[config.mk]
export PLATFORM = sky130hd
export DESIGN_NAME = lu_stall_top
export DESIGN_NICKNAME = d
export VERILOG_FILES = /design/src/rtl/lu_pkg.sv /design/src/rtl/lu_ctrl.sv /design/src/rtl/lu_datapath.sv /design/src/rtl/lu_stall_top.sv
export SDC_FILE = /design/constraint.sdc
export NUM_CORES = 1
export LEC_CHECK = 0
export ABC_AREA = 0
export BUFFER_PORTS_ARGS = -buffer_cell sky130_fd_sc_hd__buf_2
export CORE_ASPECT_RATIO = 0.7
export CORE_UTILIZATION = 38
export DETAILED_ROUTE_END_ITERATION = 16
export PLACE_DENSITY = 0.71
export SYNTH_ARGS = -nofsm -noshare
export SYNTH_HDL_FRONTEND = slang
export SYNTH_HIERARCHICAL = 1
export SYNTH_SLANG_ARGS = --single-unit
[constraint.sdc]
create_clock -name clk -period 3 [get_ports clk]
set_input_delay 0.15 -clock clk [delete_from_list [all_inputs] [get_ports clk]]
set_output_delay 0.15 -clock clk [all_outputs]
set_load 0.05 [all_outputs]
[src/rtl/lu_pkg.sv]
package lu_pkg;

  // Control bundle carried from decode into execute; bit 0 is regWrite.
  typedef struct packed {
    logic [1:0] aluOp;
    logic       regDst;
    logic       aluSrc;
    logic       memToReg;
    logic       memWrite;
    logic       memRead;
    logic       regWrite;
  } ctrl_t;

  localparam int CTRL_W = $bits(ctrl_t);

  // Strobes from the hazard control to the pipeline registers.
  typedef struct packed {
    logic pcWrite;
    logic ifIdWrite;
    logic bubble;
  } strobe_t;

endpackage

[src/rtl/lu_ctrl.sv]
module lu_ctrl
  import lu_pkg::*;
#(
  parameter int REG_W   = 5,
  parameter int NUM_SRC = 2
) (
  input  logic                            exMemRead,
  input  logic [REG_W-1:0]                exDest,
  input  logic [NUM_SRC-1:0][REG_W-1:0]   srcRegs,
  output strobe_t                         strobe
);

  logic [NUM_SRC-1:0] srcHit;
  logic               destLive;
  logic               loadUse;

  // One equality comparator per decode source field.
  for (genvar g = 0; g < NUM_SRC; g++) begin : g_cmp
    assign srcHit[g] = (srcRegs[g] == exDest);
  end

  // Register zero is hard-wired, so it never carries a dependency.
  assign destLive = (exDest != '0);
  assign loadUse  = exMemRead && destLive && (|srcHit);

  always_comb begin
    strobe.pcWrite   = !loadUse;
    strobe.ifIdWrite = !loadUse;
    strobe.bubble    = loadUse;
  end

endmodule

[src/rtl/lu_datapath.sv]
module lu_datapath
  import lu_pkg::*;
#(
  parameter int XLEN    = 32,
  parameter int REG_W   = 5,
  parameter int RT_LSB  = 16,
  parameter int PC_STEP = 4
) (
  input  logic             clk,
  input  logic             rstN,
  input  strobe_t          strobe,
  input  logic [XLEN-1:0]  fetchInstr,
  input  ctrl_t            idCtrl,
  output logic [XLEN-1:0]  pcQ,
  output logic [XLEN-1:0]  idInstrQ,
  output logic [XLEN-1:0]  exInstrQ,
  output ctrl_t            exCtrlQ,
  output logic [REG_W-1:0] exRtQ
);

  localparam logic [XLEN-1:0] STEP = XLEN'(PC_STEP);

  // Program counter
  always_ff @(posedge clk) begin
    if (!rstN)               pcQ <= '0;
    else if (strobe.pcWrite) pcQ <= pcQ + STEP;
  end

  // Fetch/decode register; zero is the no-op encoding.
  always_ff @(posedge clk) begin
    if (!rstN)                 idInstrQ <= '0;
    else if (strobe.ifIdWrite) idInstrQ <= fetchInstr;
  end

  // Decode/execute register with bubble mux.
  always_ff @(posedge clk) begin
    if (!rstN || strobe.bubble) begin
      exInstrQ <= '0;
      exCtrlQ  <= '0;
      exRtQ    <= '0;
    end else begin
      exInstrQ <= idInstrQ;
      exCtrlQ  <= idCtrl;
      exRtQ    <= idInstrQ[RT_LSB +: REG_W];
    end
  end

endmodule

[src/rtl/lu_stall_top.sv]
module lu_stall_top
  import lu_pkg::*;
#(
  parameter int XLEN    = 32,
  parameter int REG_W   = 5,
  parameter int RS_LSB  = 21,
  parameter int RT_LSB  = 16,
  parameter int PC_STEP = 4
) (
  input  logic              clk,
  input  logic              rstN,
  input  logic [XLEN-1:0]   fetchInstr,
  input  logic [CTRL_W-1:0] idCtrl,
  output logic [XLEN-1:0]   pcOut,
  output logic [XLEN-1:0]   idInstr,
  output logic [XLEN-1:0]   exInstr,
  output logic [CTRL_W-1:0] exCtrl,
  output logic [REG_W-1:0]  exRt,
  output logic              pcWrite,
  output logic              ifIdWrite,
  output logic              bubbleSel
);

  localparam int NUM_SRC = 2;

  strobe_t                       strobe;
  ctrl_t                         idCtrlS;
  ctrl_t                         exCtrlS;
  logic [NUM_SRC-1:0][REG_W-1:0] srcRegs;

  assign idCtrlS    = ctrl_t'(idCtrl);
  assign srcRegs[0] = idInstr[RS_LSB +: REG_W];
  assign srcRegs[1] = idInstr[RT_LSB +: REG_W];

  lu_ctrl #(.REG_W(REG_W), .NUM_SRC(NUM_SRC)) u_ctrl (
    .exMemRead (exCtrlS.memRead),
    .exDest    (exRt),
    .srcRegs   (srcRegs),
    .strobe    (strobe)
  );

  lu_datapath #(
    .XLEN(XLEN), .REG_W(REG_W), .RT_LSB(RT_LSB), .PC_STEP(PC_STEP)
  ) u_dp (
    .clk        (clk),
    .rstN       (rstN),
    .strobe     (strobe),
    .fetchInstr (fetchInstr),
    .idCtrl     (idCtrlS),
    .pcQ        (pcOut),
    .idInstrQ   (idInstr),
    .exInstrQ   (exInstr),
    .exCtrlQ    (exCtrlS),
    .exRtQ      (exRt)
  );

  assign exCtrl    = exCtrlS;
  assign pcWrite   = strobe.pcWrite;
  assign ifIdWrite = strobe.ifIdWrite;
  assign bubbleSel = strobe.bubble;

endmodule

==> Yosys cells after proc, flatten, opt, wreduce, memory -nomap -nowiden <==
Index checks and enable logic that the tools add are counted.
{ "classes": {"addsub": 1, "eq_ne": 2, "n_reduce_logical": 7} }
{ "op_table": {"columns": ["op", "count"], "rows": [
  ["$add 32x3->32 const B", 1],
  ["$eq 5x5->1", 2],
  ["$reduce_bool 5->1", 1],
  ["$logic_and 1x1->1", 2],
  ["$logic_not 1->1", 2],
  ["$reduce_or 2->1", 1],
  ["$logic_or 1x1->1", 1]
]} }
{ "word_totals": {"ff_bits": 109, "input_bits": 42, "out_inout_bits": 112, "wordCells": 21} }

==> Depth between registers and ports, before layout <==
{ "depth": {"word_depth": 4, "mapped_depth": 12} }

==> By module <==
The synthesis kept the hierarchy.
{ "modules_own_cells": {"columns": ["mod", "n_inst", "cells_per_inst", "area_each_um2", "seq_area_each_um2"], "rows": [
  ["lu_datapath", 1, 368, 3696.0, 2042.0],
  ["lu_ctrl", 1, 20, 155.1, 0.0]
]} }

==> Worst setup path before layout <==
Ideal clock, no wire load.
{ "synth_path": {"path_kind": "register -> register", "start": "register, netlist name u_dp/exInstrQ[16]", "end": "register u_dp.pcQ[20]", "setup_ns": 0.070, "arrival_time_ns": 3.687, "path_slack_ns": -0.757, "path_stages_with_launch": 10, "n_path_buf": 4, "cell_sequence": "dfxtp_1 buf_4 or4_4 o211ai_1 buf_4 clkbuf_1 nand2_1 clkbuf_1 or4_1 a21oi_1"} }
{ "synth_rtl": {"columns": ["item", "line", "source"], "rows": [
  ["to (signal assigned)", "lu_datapath.sv:26", "else if (strobe.pcWrite) pcQ <= pcQ + STEP;"],
  ["to (decl)", "lu_datapath.sv:14", "output logic [XLEN-1:0] pcQ,"]
]} }

==> Worst setup path after layout <==
{ "layout_path": {"start": "register u_dp.pcQ[7]", "end": "register u_dp.pcQ[19]"} }
{ "layout_via": {"elab_chain_cells": 1} }
{ "layout_lines": {"columns": ["item", "line"], "rows": [
  ["$add 32x3->32", "lu_datapath.sv:26"]
]} }
Every way passes these cells.
A chain may end at the register's enable or synchronous reset.

==> run metrics <==
outcome=completed; share of power burned in registers=0.487; Internal=2110 uW; largest net degree at the start of global routing=41; IO Port Bufs=151; slew margin rel.=0.623; CTS Hold Bufs=0; adder-cell share of the synthesized area=0.00325; final core utilization=0.517; CTS root buf=clkbuf_16; fmax=434 MHz; reg-to-reg slack, setup=0.70 ns; vias=3155; M1 WL=4.73 mm; worst endpoint data arrival time=2.56 ns; commonest cells in the netlist=102 x dfxtp_1, 46 x nor2_1, 41 x and2_1, 39 x mux2i_1, 20 x xnor2_1; vias in the first global route=2952; Worst Path Required=3.26 ns; Core Area=0.00976 mm2; post-synth top area share=0.530; Synth area leaders=dfxtp_1 53%, mux2i_1 10%, and2_1 6.7%; Crit Path Class=flop to flop; PwrDens=594 mW/mm2; Simple-Gate Fraction of Synth Area=0.228; setup ws final=0.698 ns; fin crit period=2.30 ns; RSZ-0062 raised after global routing=no; post-synthesis sequential area ratio=0.530; first-pass GRT wire length=15.1 mm; clk_lat worst skew=0.33 ns; Max-cap violations=0; # Post-CTS Setup Buffers=0; gpl congestion=0.842; Top Metal Used=met4; initial antenna violation count=0; Die Y=86.2 um; clock power share=0.354; Clock Sinks=102; Initial Utilization=0.395; Routed WL=9.90 mm; worst hold endpoint=u_dp/exCtrlQ[0]; # rows=30; crit-path max FO=16; post-DR vias/cell=4.79; dominant synthesized flop cell=dfxtp_1; layout cells sized above 1=0.364; wire per inst=15.0 um; Gate power share=0.160; grt total ovfl=0; Reg clk slew, reported paths=0.07 ns; Seq cells post-synth=102; Area Growth Syn to Fin=30.9%; FF-to-FF path depth=4; Min-Delay Path Depth=2; die area=0.0105 mm2; Synth Area in Compound Gates=0.0413; metal2 WL=4.58 mm; switch share=0.298; pin slew with the least headroom to its limit=0.565 ns; cell count after synthesis=388; Post-DP HPWL=7.11 mm; P_sw=892 uW; Post-CTS Resized=0; Leakage=0.00256 uW; GRT Total Usage=0.187; DRC Markers=0; chip width=122 um; Worst Skew=0.00371 ns; EDFF count, synth=0; Final Slew Violations=0; Startpoint Class=flop; critical register-to-register path startpoint=u_dp/pcQ[7]; Ports=154; metal3 WL=458 um; Setup violations, final=0; first drt pass iteration count=4; Netlist Area Pre-Place=0.00385 mm2; top-count cell post-synth=dfxtp_1; Yosys warning count=6; Final Hold Vio Count=0; CTS tree=yes; Antenna Nets Post-Route=0; synth unique cells=35; Max clock buf depth=2; async set-reset flop share out of synthesis=0; Starting DRT DRC Count=105; Worst R2R End=u_dp/pcQ[19]; Hold WC Path Type=primary input to flop; Yosys top cell by area=dfxtp_1; Setup crit end kind=flop; dpl ws=0.727 ns; CTS Buf Count=9; Nets=568; Hold Path Origin=idCtrl[0]; average cell area after synthesis=9.93 um2; H-tree Lvls=3; post-synthesis mux area share=0.101; Final Cycle Share=0.767; n_diodes=0; main combinational cell family by area after synthesis=simple AND/OR/NAND/NOR gates; worst-case vdd ir drop=328 uV; area share of xor/xnor cells in the synthesized design=0.0500
## layout by cell type (no fill, tap or decap), types with 3 or more instances in the layout
cell       instances
nand4_1            9
nor3_1             3
mux2i_1           39
and2_1            41
nand3_2            4
nand3_1           10
nand2_1           16
nand4b_1           3
inv_1              4
nor4_1             4
clkinv_4           3
buf_4              5
nor2_1            45
clkinv_2           3
or4_1              7
dfxtp_1           98
a21oi_1           11
clkbuf_16          9
o31ai_1            6
buf_2            151
xnor2_1           20
nand2b_1           5
## sequential cells by signal, summed over array words and instances, names as in the netlist
name           cells
u_dp/exInstrQ     32
u_dp/pcQ          30
u_dp/idInstrQ     32
u_dp/exCtrlQ       8
## worst max-delay path, cell delays in order (launching register included)
cell and delay (ns):
dfxtp_1 0.46, nand4_4 0.22, or4_1 0.83, or4_1 0.56, a21oi_1 0.16
## how the worst max path moves through the flow
stage / from / end / cells past startpoint
global placement: u_dp/exInstrQ[20] / u_dp/pcQ[26] / 6
CTS: u_dp/pcQ[7] / u_dp/pcQ[19] / 4
finish: u_dp/pcQ[7] / u_dp/pcQ[19] / 4
detailed placement: u_dp/pcQ[7] / u_dp/pcQ[19] / 4
floorplan: u_dp/exInstrQ[20] / u_dp/pcQ[21] / 9
global route: u_dp/pcQ[7] / u_dp/pcQ[22] / 4
## stage by stage
step / hold WS (ns) / instance area [um2] / std cells / total power (uW) / setup TNS, ns
2_1_floorplan: 0.272 / 4060 / 389 / 1860 / -5.29
3_3_place_gp: 0.354 / 4770 / 642 / 1960 / 0
3_5_place_dp: 0.355 / 4770 / 642 / 1970 / 0
4_1_cts: 0.00307 / 5040 / 658 / 3030 / 0
5_1_grt: 0.0112 / 5040 / 658 / 3120 / 0
6_report: 0.0137 / 5040 / 658 / 3000 / 0
## routing by layer
metal,GRT usage,vias to the layer above
met5,0,-
met4,0.0554,0
met3,0.0487,10
met2,0.301,85
met1,0.247,1481
li1,-,1579
## cell type report
class,count,area (um2)
Multi-Input combinational cell,251,1740
Clock buffer,9,225
Timing Repair Buffer,156,793
Inverter,5,18.8
Tap cell,128,160
Sequential cell,102,2050
Fill cell,915,4720
Clock inverter,7,50.0
## cells by family after synthesis
kind of cell             after synthesis
XOR/XNOR                              22
other                                  1
flip-flops                           102
AND/OR/NAND/NOR                      162
buffers and inverters                 36
AO/OA/AOI/OAI                         25
multiplexers                          39
adder cells (fa/ha/maj)                1
## power groups by stage
stage | sequential, uW | combinational, uW | clock, uW
after floorplan | 1690 | 175 | 0
after global placement | 1490 | 475 | 0
after detailed placement | 1490 | 481 | 0
after CTS | 1460 | 482 | 1090
after global routing | 1470 | 507 | 1150
final | 1460 | 479 | 1060
No activity file was read; power rests on OpenSTA's default activity.
